$ cat config.mk
export PLATFORM = sky130hd
export DESIGN_NAME = fpcsr_unit
export DESIGN_NICKNAME = d
export VERILOG_FILES = /design/src/rtl/fpcsr_pkg.sv /design/src/rtl/fpcsr_rm_resolve.sv /design/src/rtl/fpcsr_state.sv /design/src/rtl/fpcsr_unit.sv
export SDC_FILE = /design/constraint.sdc
export NUM_CORES = 1
export LEC_CHECK = 0
export BUFFER_PORTS_ARGS = -buffer_cell sky130_fd_sc_hd__buf_2
export CORE_ASPECT_RATIO = 1.5
export CORE_MARGIN = 2
export CORE_UTILIZATION = 34
export DETAILED_ROUTE_END_ITERATION = 8
export PLACE_DENSITY = 0.86
export RECOVER_POWER = 50
export SLEW_MARGIN = 0
export SYNTH_ARGS = -nofsm -noshare
export SYNTH_HDL_FRONTEND = slang
export SYNTH_SLANG_ARGS = --single-unit
$ cat constraint.sdc
create_clock -name clk_i -period 1 [get_ports clk_i]
set_input_delay 0.05 -clock clk_i [delete_from_list [all_inputs] [get_ports clk_i]]
set_output_delay 0.05 -clock clk_i [all_outputs]
set_load 0.02 [all_outputs]
$ cat src/rtl/fpcsr_pkg.sv
package fpcsr_pkg;
  localparam int FLAG_W = 5;
  localparam int RM_W   = 3;
  localparam int CSR_W  = FLAG_W + RM_W;
  localparam int SEL_W  = 2;
  localparam int NAN_W  = 32;
  localparam logic [NAN_W-1:0] CANON_NAN = 32'h7FC0_0000;
  localparam logic [RM_W-1:0]  RM_DYN    = 3'b111;
  localparam logic [RM_W-1:0]  RM_MAX_OK = 3'b100;

  typedef enum logic [SEL_W-1:0] {
    SEL_FULL  = 2'b00,
    SEL_FLAGS = 2'b01,
    SEL_RM    = 2'b10,
    SEL_NONE  = 2'b11
  } csr_sel_e;
endpackage

$ cat src/rtl/fpcsr_rm_resolve.sv
module fpcsr_rm_resolve
  import fpcsr_pkg::*;
(
  input  logic            valid_i,
  input  logic [RM_W-1:0] inst_rm_i,
  input  logic [RM_W-1:0] dyn_rm_i,
  output logic [RM_W-1:0] eff_rm_o,
  output logic            illegal_o
);
  always_comb begin
    eff_rm_o  = (inst_rm_i == RM_DYN) ? dyn_rm_i : inst_rm_i;
    illegal_o = valid_i && (eff_rm_o > RM_MAX_OK);
  end
endmodule

$ cat src/rtl/fpcsr_state.sv
module fpcsr_state
  import fpcsr_pkg::*;
(
  input  logic              clk_i,
  input  logic              rst_ni,
  input  logic              wr_i,
  input  logic [SEL_W-1:0]  sel_i,
  input  logic [CSR_W-1:0]  wdata_i,
  input  logic              acc_i,
  input  logic [FLAG_W-1:0] acc_flags_i,
  output logic [FLAG_W-1:0] flags_o,
  output logic [RM_W-1:0]   frm_o
);
  logic [FLAG_W-1:0] flags_q, flags_d, flags_base;
  logic [RM_W-1:0]   frm_q, frm_d;
  logic              wr_flags, wr_rm;

  assign wr_flags = wr_i && (sel_i == SEL_FULL || sel_i == SEL_FLAGS);
  assign wr_rm    = wr_i && (sel_i == SEL_FULL || sel_i == SEL_RM);

  always_comb begin
    // write lands first, then this cycle's report is merged on top
    flags_base = wr_flags ? wdata_i[FLAG_W-1:0] : flags_q;
    flags_d    = flags_base | (acc_i ? acc_flags_i : '0);
    frm_d      = frm_q;
    if (wr_rm)
      frm_d = (sel_i == SEL_FULL) ? wdata_i[CSR_W-1:FLAG_W] : wdata_i[RM_W-1:0];
  end

  always_ff @(posedge clk_i or negedge rst_ni) begin
    if (!rst_ni) begin
      flags_q <= '0;
      frm_q   <= '0;
    end else begin
      flags_q <= flags_d;
      frm_q   <= frm_d;
    end
  end

  assign flags_o = flags_q;
  assign frm_o   = frm_q;

  a_r3_sticky: assert property (@(posedge clk_i) disable iff (!rst_ni)
    !wr_flags |=> ((flags_q & $past(flags_q)) == $past(flags_q)));
  a_r7_no_accrue: assert property (@(posedge clk_i) disable iff (!rst_ni)
    (!acc_i && !wr_flags) |=> $stable(flags_q));
  a_r5_rm_hold: assert property (@(posedge clk_i) disable iff (!rst_ni)
    !wr_rm |=> $stable(frm_q));
  a_r8_write_kept: assert property (@(posedge clk_i) disable iff (!rst_ni)
    wr_flags |=> ((flags_q & $past(wdata_i[FLAG_W-1:0])) == $past(wdata_i[FLAG_W-1:0])));
endmodule

$ cat src/rtl/fpcsr_unit.sv
module fpcsr_unit
  import fpcsr_pkg::*;
(
  input  logic        clk_i,
  input  logic        rst_ni,
  input  logic        csr_we_i,
  input  logic [1:0]  csr_sel_i,
  input  logic [7:0]  csr_wdata_i,
  output logic [7:0]  csr_rdata_o,
  input  logic        op_valid_i,
  input  logic [2:0]  op_rm_i,
  input  logic [4:0]  op_flags_i,
  output logic [2:0]  eff_rm_o,
  output logic        illegal_o,
  output logic [31:0] canon_nan_o
);
  logic [FLAG_W-1:0] flags;
  logic [RM_W-1:0]   frm;
  logic              acc;

  fpcsr_rm_resolve u_resolve (
    .valid_i   (op_valid_i),
    .inst_rm_i (op_rm_i),
    .dyn_rm_i  (frm),
    .eff_rm_o  (eff_rm_o),
    .illegal_o (illegal_o)
  );

  assign acc = op_valid_i && !illegal_o;

  fpcsr_state u_state (
    .clk_i       (clk_i),
    .rst_ni      (rst_ni),
    .wr_i        (csr_we_i),
    .sel_i       (csr_sel_i),
    .wdata_i     (csr_wdata_i),
    .acc_i       (acc),
    .acc_flags_i (op_flags_i),
    .flags_o     (flags),
    .frm_o       (frm)
  );

  always_comb begin
    unique case (csr_sel_i)
      SEL_FULL:  csr_rdata_o = {frm, flags};
      SEL_FLAGS: csr_rdata_o = {{(CSR_W-FLAG_W){1'b0}}, flags};
      SEL_RM:    csr_rdata_o = {{(CSR_W-RM_W){1'b0}}, frm};
      default:   csr_rdata_o = '0;
    endcase
  end

  assign canon_nan_o = CANON_NAN;

  a_r9_nan: assert property (@(posedge clk_i) disable iff (!rst_ni)
    canon_nan_o == 32'h7FC0_0000);
endmodule

==> impl_metrics.env <==
export IMPL_rsz0062_at_grt="true"
export IMPL_place_inst=153
export IMPL_core_area_mm2=0.00218
export IMPL_end_kind="output pin"
export IMPL_setup_slack_ns=-0.257
export IMPL_port_buffer_count=33
export IMPL_syn_avg_cell_area_um2=7.98
export IMPL_ioPinCount=66
export IMPL_area_growth_pct=36.4
export IMPL_startpoint_type="flip-flop"
export IMPL_postLayoutCoreUtil_pct=47.9
export IMPL_cp_max_fo=2
export IMPL_die_h_um=62.1
export IMPL_fmax_mhz=796
export IMPL_period_minus_slack_ns=1.26
export IMPL_maxCapViolCount=0
export IMPL_yosys_top_cells_area="buf_4 (32%), dfrtp_1 (26%), mux2i_1 (10%)"
export IMPL_num_rows=21
export IMPL_leakage_nw=0.566
export IMPL_post_route_period_util_pct=126
export IMPL_cp_arrival_ns=1.21
export IMPL_synth_most_common_cell="buf_4"
export IMPL_clkLatencyLatePin_ns=0.25
export IMPL_status="finished, violations left"
export IMPL_ys_seq_elements=8
export IMPL_ir_worst_vdd_mv=0.690
export IMPL_skew_ns=0.00115
export IMPL_wl_per_cell_um=10.8
export IMPL_post_drt_via_cell_ratio=4.28
export IMPL_hpwl_mm=1.30
export IMPL_placed_area_um2=858
export IMPL_synth_flop_cell="dfrtp_1"
export IMPL_critPathKind="flip-flop to output pin"
export IMPL_dr_pass1_iters=4
export IMPL_drcViolationCount=0
export IMPL_track_usage_pct=12.1
export IMPL_die_area_mm2=0.00266
export IMPL_final_nets=164
export IMPL_netlist_instances=96
export IMPL_gp_congestion=0.779
export IMPL_clkTransAtPathRegs_ns=0.05
export IMPL_vias=697
export IMPL_pre_cts_ws_ns=-0.119
export IMPL_drive_gt1_share_pct=41.4
export IMPL_clockBufferDepth=2
export IMPL_power_density_mw_per_mm2=1160
export IMPL_ctsRootBufferMaster="clkbuf_4"
export IMPL_diodes=0
export IMPL_synth_top_area_share_pct=32.4
export IMPL_grt_max_degree=9
export IMPL_cts_tree="built"
export IMPL_synth_area_leader_cell="buf_4"
export IMPL_initial_core_util_pct=35.1
export IMPL_critPathRequiredTime_ns=0.95
export IMPL_cts_sink_count=8
export IMPL_grt_overflow=0
export IMPL_synth_seq_area_share_pct=26.1
export IMPL_antenna_found_initial=0
export IMPL_drt_initial_drc_count=8
export IMPL_grt_pass1_wl_mm=2.42
export IMPL_cts_max_level=1
export IMPL_die_w_um=42.8
export IMPL_failed_checks="negative setup slack"
export IMPL_synthTopCellsByCount="buf_4 (33), nand2_1 (14), o21ai_0 (11)"
export IMPL_synthesis_area_um2=766
export IMPL_async_flop_share_pct=100
export IMPL_final_cells=163
export IMPL_ys_types=16
export IMPL_whs_ns=0.0296
export IMPL_slew_viol_final=0
export IMPL_yosys_warnings=0
export IMPL_hold_path_class="input pin to flip-flop"
export IMPL_synth_edf_count=0
export IMPL_hold_viol=0
export IMPL_finalWirelength_mm=1.76
export IMPL_cts_buffers=3
export IMPL_finalSetupViolations=16
export IMPL_grt_pass1_vias=570
export IMPL_ant_nets=0
export IMPL_design_area_mm2=0.00104
-- stage by stage --
step           setup TNS [ns]  power [mW]
2_1_floorplan               0       0.772
3_3_place_gp          -0.0738       0.822
5_1_grt                 -2.87        1.29
3_5_place_dp           -0.119       0.831
4_1_cts                 -1.53        1.13
6_report                -2.08        1.22
-- layer usage --
layer	up-vias	part of all wire, %	track usage [%]
met5	-	0	0
met3	5	8.0	2.91
met4	0	1.8	7.03
met2	39	55	19.9
met1	317	35	13.6
li1	336	-	-
-- final timing paths --
kind                                     from                 end  slack (ns)  cells after the start
setup / recovery             u_state.frm_o[0]           illegal_o       -0.26                      4
hold / removal                 csr_wdata_i[4]  u_state.flags_o[4]        0.03                      3
setup reg to reg             u_state.frm_o[0]  u_state.flags_o[1]       -0.12                      5
hold reg to reg            u_state.flags_o[4]  u_state.flags_o[4]        0.49                      2
max in group asynchronous              rst_ni  u_state.flags_o[1]        0.44                      2
min in group asynchronous              rst_ni    u_state.frm_o[1]        0.26                      2
-- flip-flops by register name, indices dropped and copies added, names as in the netlist --
register         cells
u_state.frm_o        3
u_state.flags_o      5
-- placed cells by master (no fill, tap or decap), types with 2 or more instances in the layout --
cell type and n:
clkbuf_4 3, buf_6 13, o21ai_2 5, mux2i_1 8, nor2b_1 4, o21ai_1 7, and2_4 3, nand2_1 12
buf_2 23, inv_1 3, o21a_1 3, conb_1 32, buf_4 7, nand2_2 2, dfrtp_1 8
-- where the power goes --
group | switching [mW] | internal, mW
registers | 0.0273 | 0.369
logic | 0.336 | 0.247
clock network | 0.101 | 0.137
total | 0.464 | 0.752
-- critical path: stages, from the launching register on --
cell and delay (ns):
dfrtp_1 0.39, o21ai_2 0.18, a31oi_4 0.11, and2_4 0.15, buf_6 0.12
-- timing repair --
action,CTS,global route
setup endpoints to repair,14,15
hold endpoints to repair,8,0
pin swaps,8,4
hold buffers,1,0
setup buffers,2,4
gates resized for setup,19,24
-- cells by family (layout without fill, tap and decap cells) --
family                 after synthesis  count (layout)  synth area share [%]
other                                2              32                 0.981
AOI/OAI and AO/OA                   17              17                  13.1
muxes                                8               8                  10.5
and+or+nand+nor                     24              24                  14.9
buffers and inverters               37              51                  34.5
DFF                                  8               8                  26.1
-- layout make-up --
class | count | area (um2)
clock buffers | 3 | 22.5
fillers | 221 | 1140
inverters | 3 | 11.3
multi-input cells | 81 | 454
flip-flops and latches | 8 | 200
well taps | 23 | 28.8
repair buffers | 45 | 328
Note: power is estimated with default switching activity, not from simulation.
